===== src/rtl/ddr_seq_pkg.sv =====
package ddr_seq_pkg;
  typedef enum logic [1:0] {
    ST_IDLE     = 2'd0,
    ST_WR       = 2'd1,
    ST_RD_ISSUE = 2'd2,
    ST_RD_WAIT  = 2'd3
  } seq_state_t;

  localparam logic [2:0] CMD_WRITE = 3'b000;
  localparam logic [2:0] CMD_READ  = 3'b001;

  localparam int unsigned BURST_WORDS    = 4;
  localparam int unsigned WORDS_PER_BEAT = 2;
endpackage


===== src/rtl/seq_addr_step.sv =====
module seq_addr_step #(
  parameter int ADDR_W = 31,
  parameter int CNT_W  = 16,
  parameter int STEP   = 4
) (
  input  logic              clk,
  input  logic              rst_n,
  input  logic              load,
  input  logic [ADDR_W-1:0] base,
  input  logic              adv,
  output logic [ADDR_W-1:0] addr,
  output logic [CNT_W-1:0]  idx
);
  logic [ADDR_W-1:0] addr_d;
  logic [CNT_W-1:0]  idx_d;

  always_comb begin
    addr_d = addr;
    idx_d  = idx;
    if (load) begin
      addr_d = base;
      idx_d  = '0;
    end else if (adv) begin
      addr_d = addr + ADDR_W'(STEP);
      idx_d  = idx + 1'b1;
    end
  end

  always_ff @(posedge clk or negedge rst_n) begin
    if (!rst_n) begin
      addr <= '0;
      idx  <= '0;
    end else if (load || adv) begin
      addr <= addr_d;
      idx  <= idx_d;
    end
  end
endmodule


===== src/rtl/seq_wpattern.sv =====
module seq_wpattern #(
  parameter int DATA_W = 32,
  parameter int CNT_W  = 16,
  parameter int NWORDS = 2
) (
  input  logic [CNT_W-1:0]         idx,
  input  logic                     half,
  output logic [NWORDS*DATA_W-1:0] pair
);
  localparam int IDX_W = DATA_W - 2;

  logic [IDX_W-1:0] idx_ext;
  assign idx_ext = IDX_W'(idx);

  for (genvar k = 0; k < NWORDS; k++) begin : g_word
    localparam logic POS_LO = 1'(k);
    assign pair[k*DATA_W +: DATA_W] = {idx_ext, half, POS_LO};
  end
endmodule


===== src/rtl/seq_ret_count.sv =====
module seq_ret_count #(
  parameter int CNT_W    = 16,
  parameter int PER_BEAT = 2
) (
  input  logic             clk,
  input  logic             rst_n,
  input  logic             clear,
  input  logic             beat,
  input  logic [CNT_W+1:0] target,
  output logic             reached
);
  logic [CNT_W+1:0] words_q;
  logic [CNT_W+1:0] words_d;

  assign words_d = clear ? '0 : words_q + (CNT_W+2)'(PER_BEAT);
  assign reached = beat && (words_q + (CNT_W+2)'(PER_BEAT) >= target);

  always_ff @(posedge clk or negedge rst_n) begin
    if (!rst_n) begin
      words_q <= '0;
    end else if (clear || beat) begin
      words_q <= words_d;
    end
  end
endmodule


===== src/rtl/ddr_burst_seq.sv =====
module ddr_burst_seq
  import ddr_seq_pkg::*;
#(
  parameter int ADDR_W = 31,
  parameter int CNT_W  = 16,
  parameter int DATA_W = 32
) (
  input  logic                                clk,
  input  logic                                rst_n,
  input  logic                                start,
  input  logic                                dir_rd,
  input  logic [ADDR_W-1:0]                   base_addr,
  input  logic [CNT_W-1:0]                    burst_cnt,
  output logic                                busy,
  output logic                                done,
  output logic                                cmd_wr_en,
  output logic [2:0]                          cmd_code,
  output logic [ADDR_W-1:0]                   cmd_addr,
  input  logic                                cmd_afull,
  output logic                                wd_wr_en,
  output logic [WORDS_PER_BEAT*DATA_W-1:0]    wd_data,
  input  logic                                wd_afull,
  input  logic                                rd_valid
);
  localparam int TGT_W = CNT_W + 2;

  seq_state_t       st_q, st_d;
  logic             half_q, half_d;
  logic [CNT_W-1:0] total_q, total_d;
  logic             done_q, done_d;

  logic             accept;
  logic             last_burst;
  logic             wr_go0, wr_go1, rd_go;
  logic             adv;
  logic             ret_en, ret_hit;
  logic [CNT_W-1:0] idx;
  logic [TGT_W-1:0] target_words;

  assign accept     = (st_q == ST_IDLE) && start && (burst_cnt != '0);
  assign last_burst = (idx == total_q - 1'b1);

  assign wr_go0 = (st_q == ST_WR) && !half_q && !cmd_afull && !wd_afull;
  assign wr_go1 = (st_q == ST_WR) &&  half_q && !wd_afull;
  assign rd_go  = (st_q == ST_RD_ISSUE) && !cmd_afull;
  assign adv    = wr_go1 || rd_go;

  assign ret_en       = (st_q == ST_RD_ISSUE) || (st_q == ST_RD_WAIT);
  assign target_words = {total_q, 2'b00};

  seq_addr_step #(.ADDR_W(ADDR_W), .CNT_W(CNT_W), .STEP(BURST_WORDS)) u_addr (
    .clk   (clk),
    .rst_n (rst_n),
    .load  (accept),
    .base  (base_addr),
    .adv   (adv),
    .addr  (cmd_addr),
    .idx   (idx)
  );

  seq_wpattern #(.DATA_W(DATA_W), .CNT_W(CNT_W), .NWORDS(WORDS_PER_BEAT)) u_pat (
    .idx  (idx),
    .half (half_q),
    .pair (wd_data)
  );

  seq_ret_count #(.CNT_W(CNT_W), .PER_BEAT(WORDS_PER_BEAT)) u_ret (
    .clk     (clk),
    .rst_n   (rst_n),
    .clear   (accept),
    .beat    (rd_valid && ret_en),
    .target  (target_words),
    .reached (ret_hit)
  );

  always_comb begin
    st_d    = st_q;
    half_d  = half_q;
    total_d = total_q;
    done_d  = 1'b0;
    case (st_q)
      ST_IDLE: begin
        if (accept) begin
          st_d    = dir_rd ? ST_RD_ISSUE : ST_WR;
          total_d = burst_cnt;
          half_d  = 1'b0;
        end
      end
      ST_WR: begin
        if (wr_go0) begin
          half_d = 1'b1;
        end else if (wr_go1) begin
          half_d = 1'b0;
          if (last_burst) begin
            st_d   = ST_IDLE;
            done_d = 1'b1;
          end
        end
      end
      ST_RD_ISSUE: begin
        if (rd_go && last_burst) begin
          st_d = ST_RD_WAIT;
        end
        if (ret_hit) begin
          st_d   = ST_IDLE;
          done_d = 1'b1;
        end
      end
      ST_RD_WAIT: begin
        if (ret_hit) begin
          st_d   = ST_IDLE;
          done_d = 1'b1;
        end
      end
      default: st_d = ST_IDLE;
    endcase
  end

  always_ff @(posedge clk or negedge rst_n) begin
    if (!rst_n) begin
      st_q    <= ST_IDLE;
      half_q  <= 1'b0;
      total_q <= '0;
      done_q  <= 1'b0;
    end else begin
      st_q    <= st_d;
      half_q  <= half_d;
      total_q <= total_d;
      done_q  <= done_d;
    end
  end

  assign busy      = (st_q != ST_IDLE);
  assign done      = done_q;
  assign cmd_wr_en = wr_go0 || rd_go;
  assign cmd_code  = (st_q == ST_WR) ? CMD_WRITE : CMD_READ;
  assign wd_wr_en  = wr_go0 || wr_go1;
endmodule


===== config.mk =====
export PLATFORM = sky130hd
export DESIGN_NAME = ddr_burst_seq
export DESIGN_NICKNAME = d
export VERILOG_FILES = /design/src/rtl/ddr_seq_pkg.sv /design/src/rtl/seq_addr_step.sv /design/src/rtl/seq_wpattern.sv /design/src/rtl/seq_ret_count.sv /design/src/rtl/ddr_burst_seq.sv
export SDC_FILE = /design/constraint.sdc
export NUM_CORES = 1
export LEC_CHECK = 0
export BUFFER_PORTS_ARGS = -buffer_cell sky130_fd_sc_hd__buf_4
export CORE_MARGIN = 2
export CORE_UTILIZATION = 50
export DETAILED_ROUTE_END_ITERATION = 8
export PLACE_DENSITY = 0.77
export SYNTH_ARGS = -nofsm -noshare
export SYNTH_HDL_FRONTEND = slang
export SYNTH_SLANG_ARGS = --single-unit

===== constraint.sdc =====
create_clock -name clk -period 4.52 [get_ports clk]
set_input_delay 0.226 -clock clk [delete_from_list [all_inputs] [get_ports clk]]
set_output_delay 0.226 -clock clk [all_outputs]
set_load 0.05 [all_outputs]

==> impl_metrics.toml <==
[status]
outcome = "completed"

[route]
finalWirelength_um = 14200
dr_wl_met3_um = 1150
wl_met2_um = 6810
via_per_inst = 5.57
wl_met1_um = 6100
routedWlPerCell_um = 15.7
routed.top_layer = "met4"
vias = 5035
drtIter0Drc = 279
post-route-drc-count = 0
antenna_left = 0
firstDrtPassIters = 5

[sta]
fmax_mhz = 253
setup_viol = 0
fin_setup_tns_ns = 0
fin_crit_ns = 3.96
grt_setup_unrepaired = "false"
tightest_slew_ns = 1.03
finalCritPeriodShare_pct = 87.5
hold_viol = 0
slew_headroom_pct = 31.5
clock_skew_ns = 0.00793
layout_setup_ws_ns = 0.564
drv_slew = 0

[synthesis]
yosysWarnings = 0
syn_inst = 670
synth_seq_area_share_pct = 37.3
async_flop_share_pct = 100
avgSynthCellArea_um2 = 8.41
ys_types = 57
synth-seq-cells = 84
synth_edf_count = 0
synthFlopType = "dfrtp_1"
syn_area_um2 = 5640

[die]
ios = 156
dieHeight_um = 110
die_w_um = 110
dieArea_um2 = 12100
rows = 38
fp.coreArea_um2 = 10900
initial_core_util_pct = 51.5

[cts]
cts_setup_buffers = 0
cts_made_buffers = 9
h-tree-depth = 3
cts_tree = "yes"
clkLatencyLatePin_ns = 0.34
cts_resized = 0
cts_root_buf = "clkbuf_16"
clock_path_buffers = 2
cts_sinks = 84
clkTransAtPathRegs_ns = 0.07

[hold_path]
hold_path.class = "input port to flop"

[power]
seq_power_share_pct = 40.1
p_leak_nw = 3.20
power_frac_comb_pct = 25.4
power_switching_share_pct = 35.8
power_density_nw_per_um2 = 323
power.share.clock_pct = 34.5
irDropWorstVdd_uv = 237
p_total_mw = 2.16
intPower_mw = 1.39
power.switching_mw = 0.772

[finish]
nets = 833
area_delta_synth_final_pct = 18.7
antenna_cells = 0
final_area_um2 = 6690
layout-drive-gt1-share_pct = 19.8
stdcell_count = 904

[setup_path]
cp_max_fo = 6
max_stage_delay_ns = 0.62
crit_slowest_cell = "a2111oi_1"
start_kind = "flop"
critPathArrivalTime_ns = 4.21
cp.required_ns = 4.78
cpLargestDelayFamily = "simple AND/OR/NAND/NOR gates"
crit_type = "flop to flop"
critical_path.endpoint_type = "flop"
worstPathCellList = "nand4_1, nor4_1, and3_1, xor2_1, ha_1, nand2_1, o21ai_0, a2111oi_0, a2111oi_1, o31ai_1, or4_1, o22ai_1"
path_buf_inv = 0

[grt]
grt_pass1_vias = 4749
grt_overflow = 0
grtUsageTotal_pct = 24.1
grt_max_degree = 51
antenna_found_initial = 0
grt_pass1_wl_um = 23000

[place]
dp_cells = 887
postPlaceCellArea_um2 = 6380
hpwl_um = 10400
place.gp.congestion = 0.971
io_buffers = 123
dp_slack_ns = 0.591

[job]
cap_violations = 0
## worst paths after layout
path	cells past startpoint	endpoint	start	slack (ns)
min	3	u_addr.addr[2]$_DFFE_PN0N_	base_addr[2]	0.08
min in group asynchronous	2	u_addr.idx[13]$_DFFE_PN0N_	rst_n	0.43
max reg2reg	12	st_q[0]$_DFFE_PN0P_	u_ret.words_q[6]$_DFFE_PN0N_	0.56
min reg2reg	2	u_addr.addr[1]$_DFFE_PN0P_	u_addr.addr[1]$_DFFE_PN0P_	0.49
max	12	st_q[0]$_DFFE_PN0P_	u_ret.words_q[6]$_DFFE_PN0N_	0.56
max in group asynchronous	3	st_q[1]$_DFFE_PN0P_	rst_n	3.15
## stage by stage
| step | hold slack (ns) | utilization [%] |
|---|---|---|
| CTS | 0.0723 | 61.2 |
| global placement | 0.260 | 58.4 |
| floorplan | -0.0696 | - |
| finish | 0.0812 | 61.2 |
| global route | 0.0956 | 61.2 |
| detailed placement | 0.267 | 58.4 |
## layer usage
metal	vias to the layer above	global-route usage (%)
li1	2417	-
met1	2397	30.7
met5	-	0
met4	0	5.71
met3	18	7.00
met2	203	40.4
## flip-flops by register name, summed over array words and instances, names as in the netlist
register	cells
u_addr.idx	16
done	1
u_ret.words_q	17
total_q	16
half_q	1
u_addr.addr	31
st_q	2
## final cells by class
class | instances | area, um^2
clock buffer | 11 | 233
multi-input combinational | 510 | 3060
inverter | 26 | 97.6
timing repair buffer | 128 | 963
tap | 140 | 175
clock inverter | 5 | 61.3
fill | 962 | 4250
sequential | 84 | 2100
## power groups by stage
stage	Combinational, mW	Sequential [mW]	Clock, mW
2_1_floorplan	0.297	0.992	0
3_3_place_gp	0.544	0.876	0
3_5_place_dp	0.549	0.878	0
4_1_cts	0.552	0.865	0.755
5_1_grt	0.581	0.873	0.796
6_report	0.549	0.865	0.745
## cell usage after synthesis, types with 2 or more instances
cell type	instances	share of area [%]
nand3_1	23	2.0
and3_1	15	1.7
buf_1	3	0.20
xnor2_1	31	4.8
o21ai_0	60	5.3
xor2_1	37	5.8
a41oi_1	3	0.47
and2_1	5	0.56
ha_1	20	4.4
and4_1	8	1.2
nor4_4	2	0.75
dfrtp_1	84	37
o21bai_1	2	0.27
conb_1	2	0.13
a211oi_1	5	0.67
o31ai_1	6	0.80
a311oi_1	3	0.47
nor4_1	10	1.1
a31oi_1	8	0.89
nand2b_1	3	0.33
or4_1	4	0.53
nand2_1	94	6.3
inv_1	26	1.7
buf_4	51	6.8
nor2b_1	3	0.33
a2111oi_0	4	0.62
o22ai_1	4	0.44
nand4_1	10	1.1
a21oi_1	19	1.7
nor3_1	18	1.6
clkbuf_1	24	1.6
nor2_1	58	3.9
## placed cells by master, fill, tap and decap left out, types with 2 or more instances in the layout
cell and n:
clkbuf_1 2, o21bai_1 2, and3_1 15, nand4_1 10, clkbuf_16 9, nand2_1 94, a31oi_1 8, and2_1 4
nor2_1 58, a2111oi_0 4, buf_4 127, xor2_1 37, o31ai_1 6, nor2b_1 3, a311oi_1 3, conb_1 32
clkinv_4 2, dfrtp_1 84, a211oi_1 5, or4_1 4, a41oi_1 3, nand2b_1 3, ha_1 20, and4_1 8
o21ai_0 60, inv_1 26, nor4_1 10, a21oi_1 19, o22ai_1 4, nand3_1 23, nor3_1 18, nor4_4 2
xnor2_1 31
## logic make-up after synthesis
logic type               share of synthesized area (%)
AND/OR/NAND/NOR                                   22.9
AO/OA/AOI/OAI                                     13.4
buffers and inverters                             10.5
flip-flops                                        37.3
XOR/XNOR                                          11.0
adder cells (fa/ha/maj)                           4.44
other                                            0.133
multiplexers                                     0.377
## worst reg2reg max path: stages (launching register included)
cell	delay, ns
dfrtp_1	0.45
nand4_1	0.18
nor4_1	0.55
and3_1	0.39
xor2_1	0.12
ha_1	0.31
nand2_1	0.05
o21ai_0	0.21
a2111oi_0	0.11
a2111oi_1	0.62
o31ai_1	0.23
or4_1	0.52
o22ai_1	0.14
## what timing repair did
action / CTS / global route
setup endpoints to repair: 0 / 0
hold endpoints to repair: 43 / 0
hold buffers: 1 / 0
(Power assumes the default switching activity.)
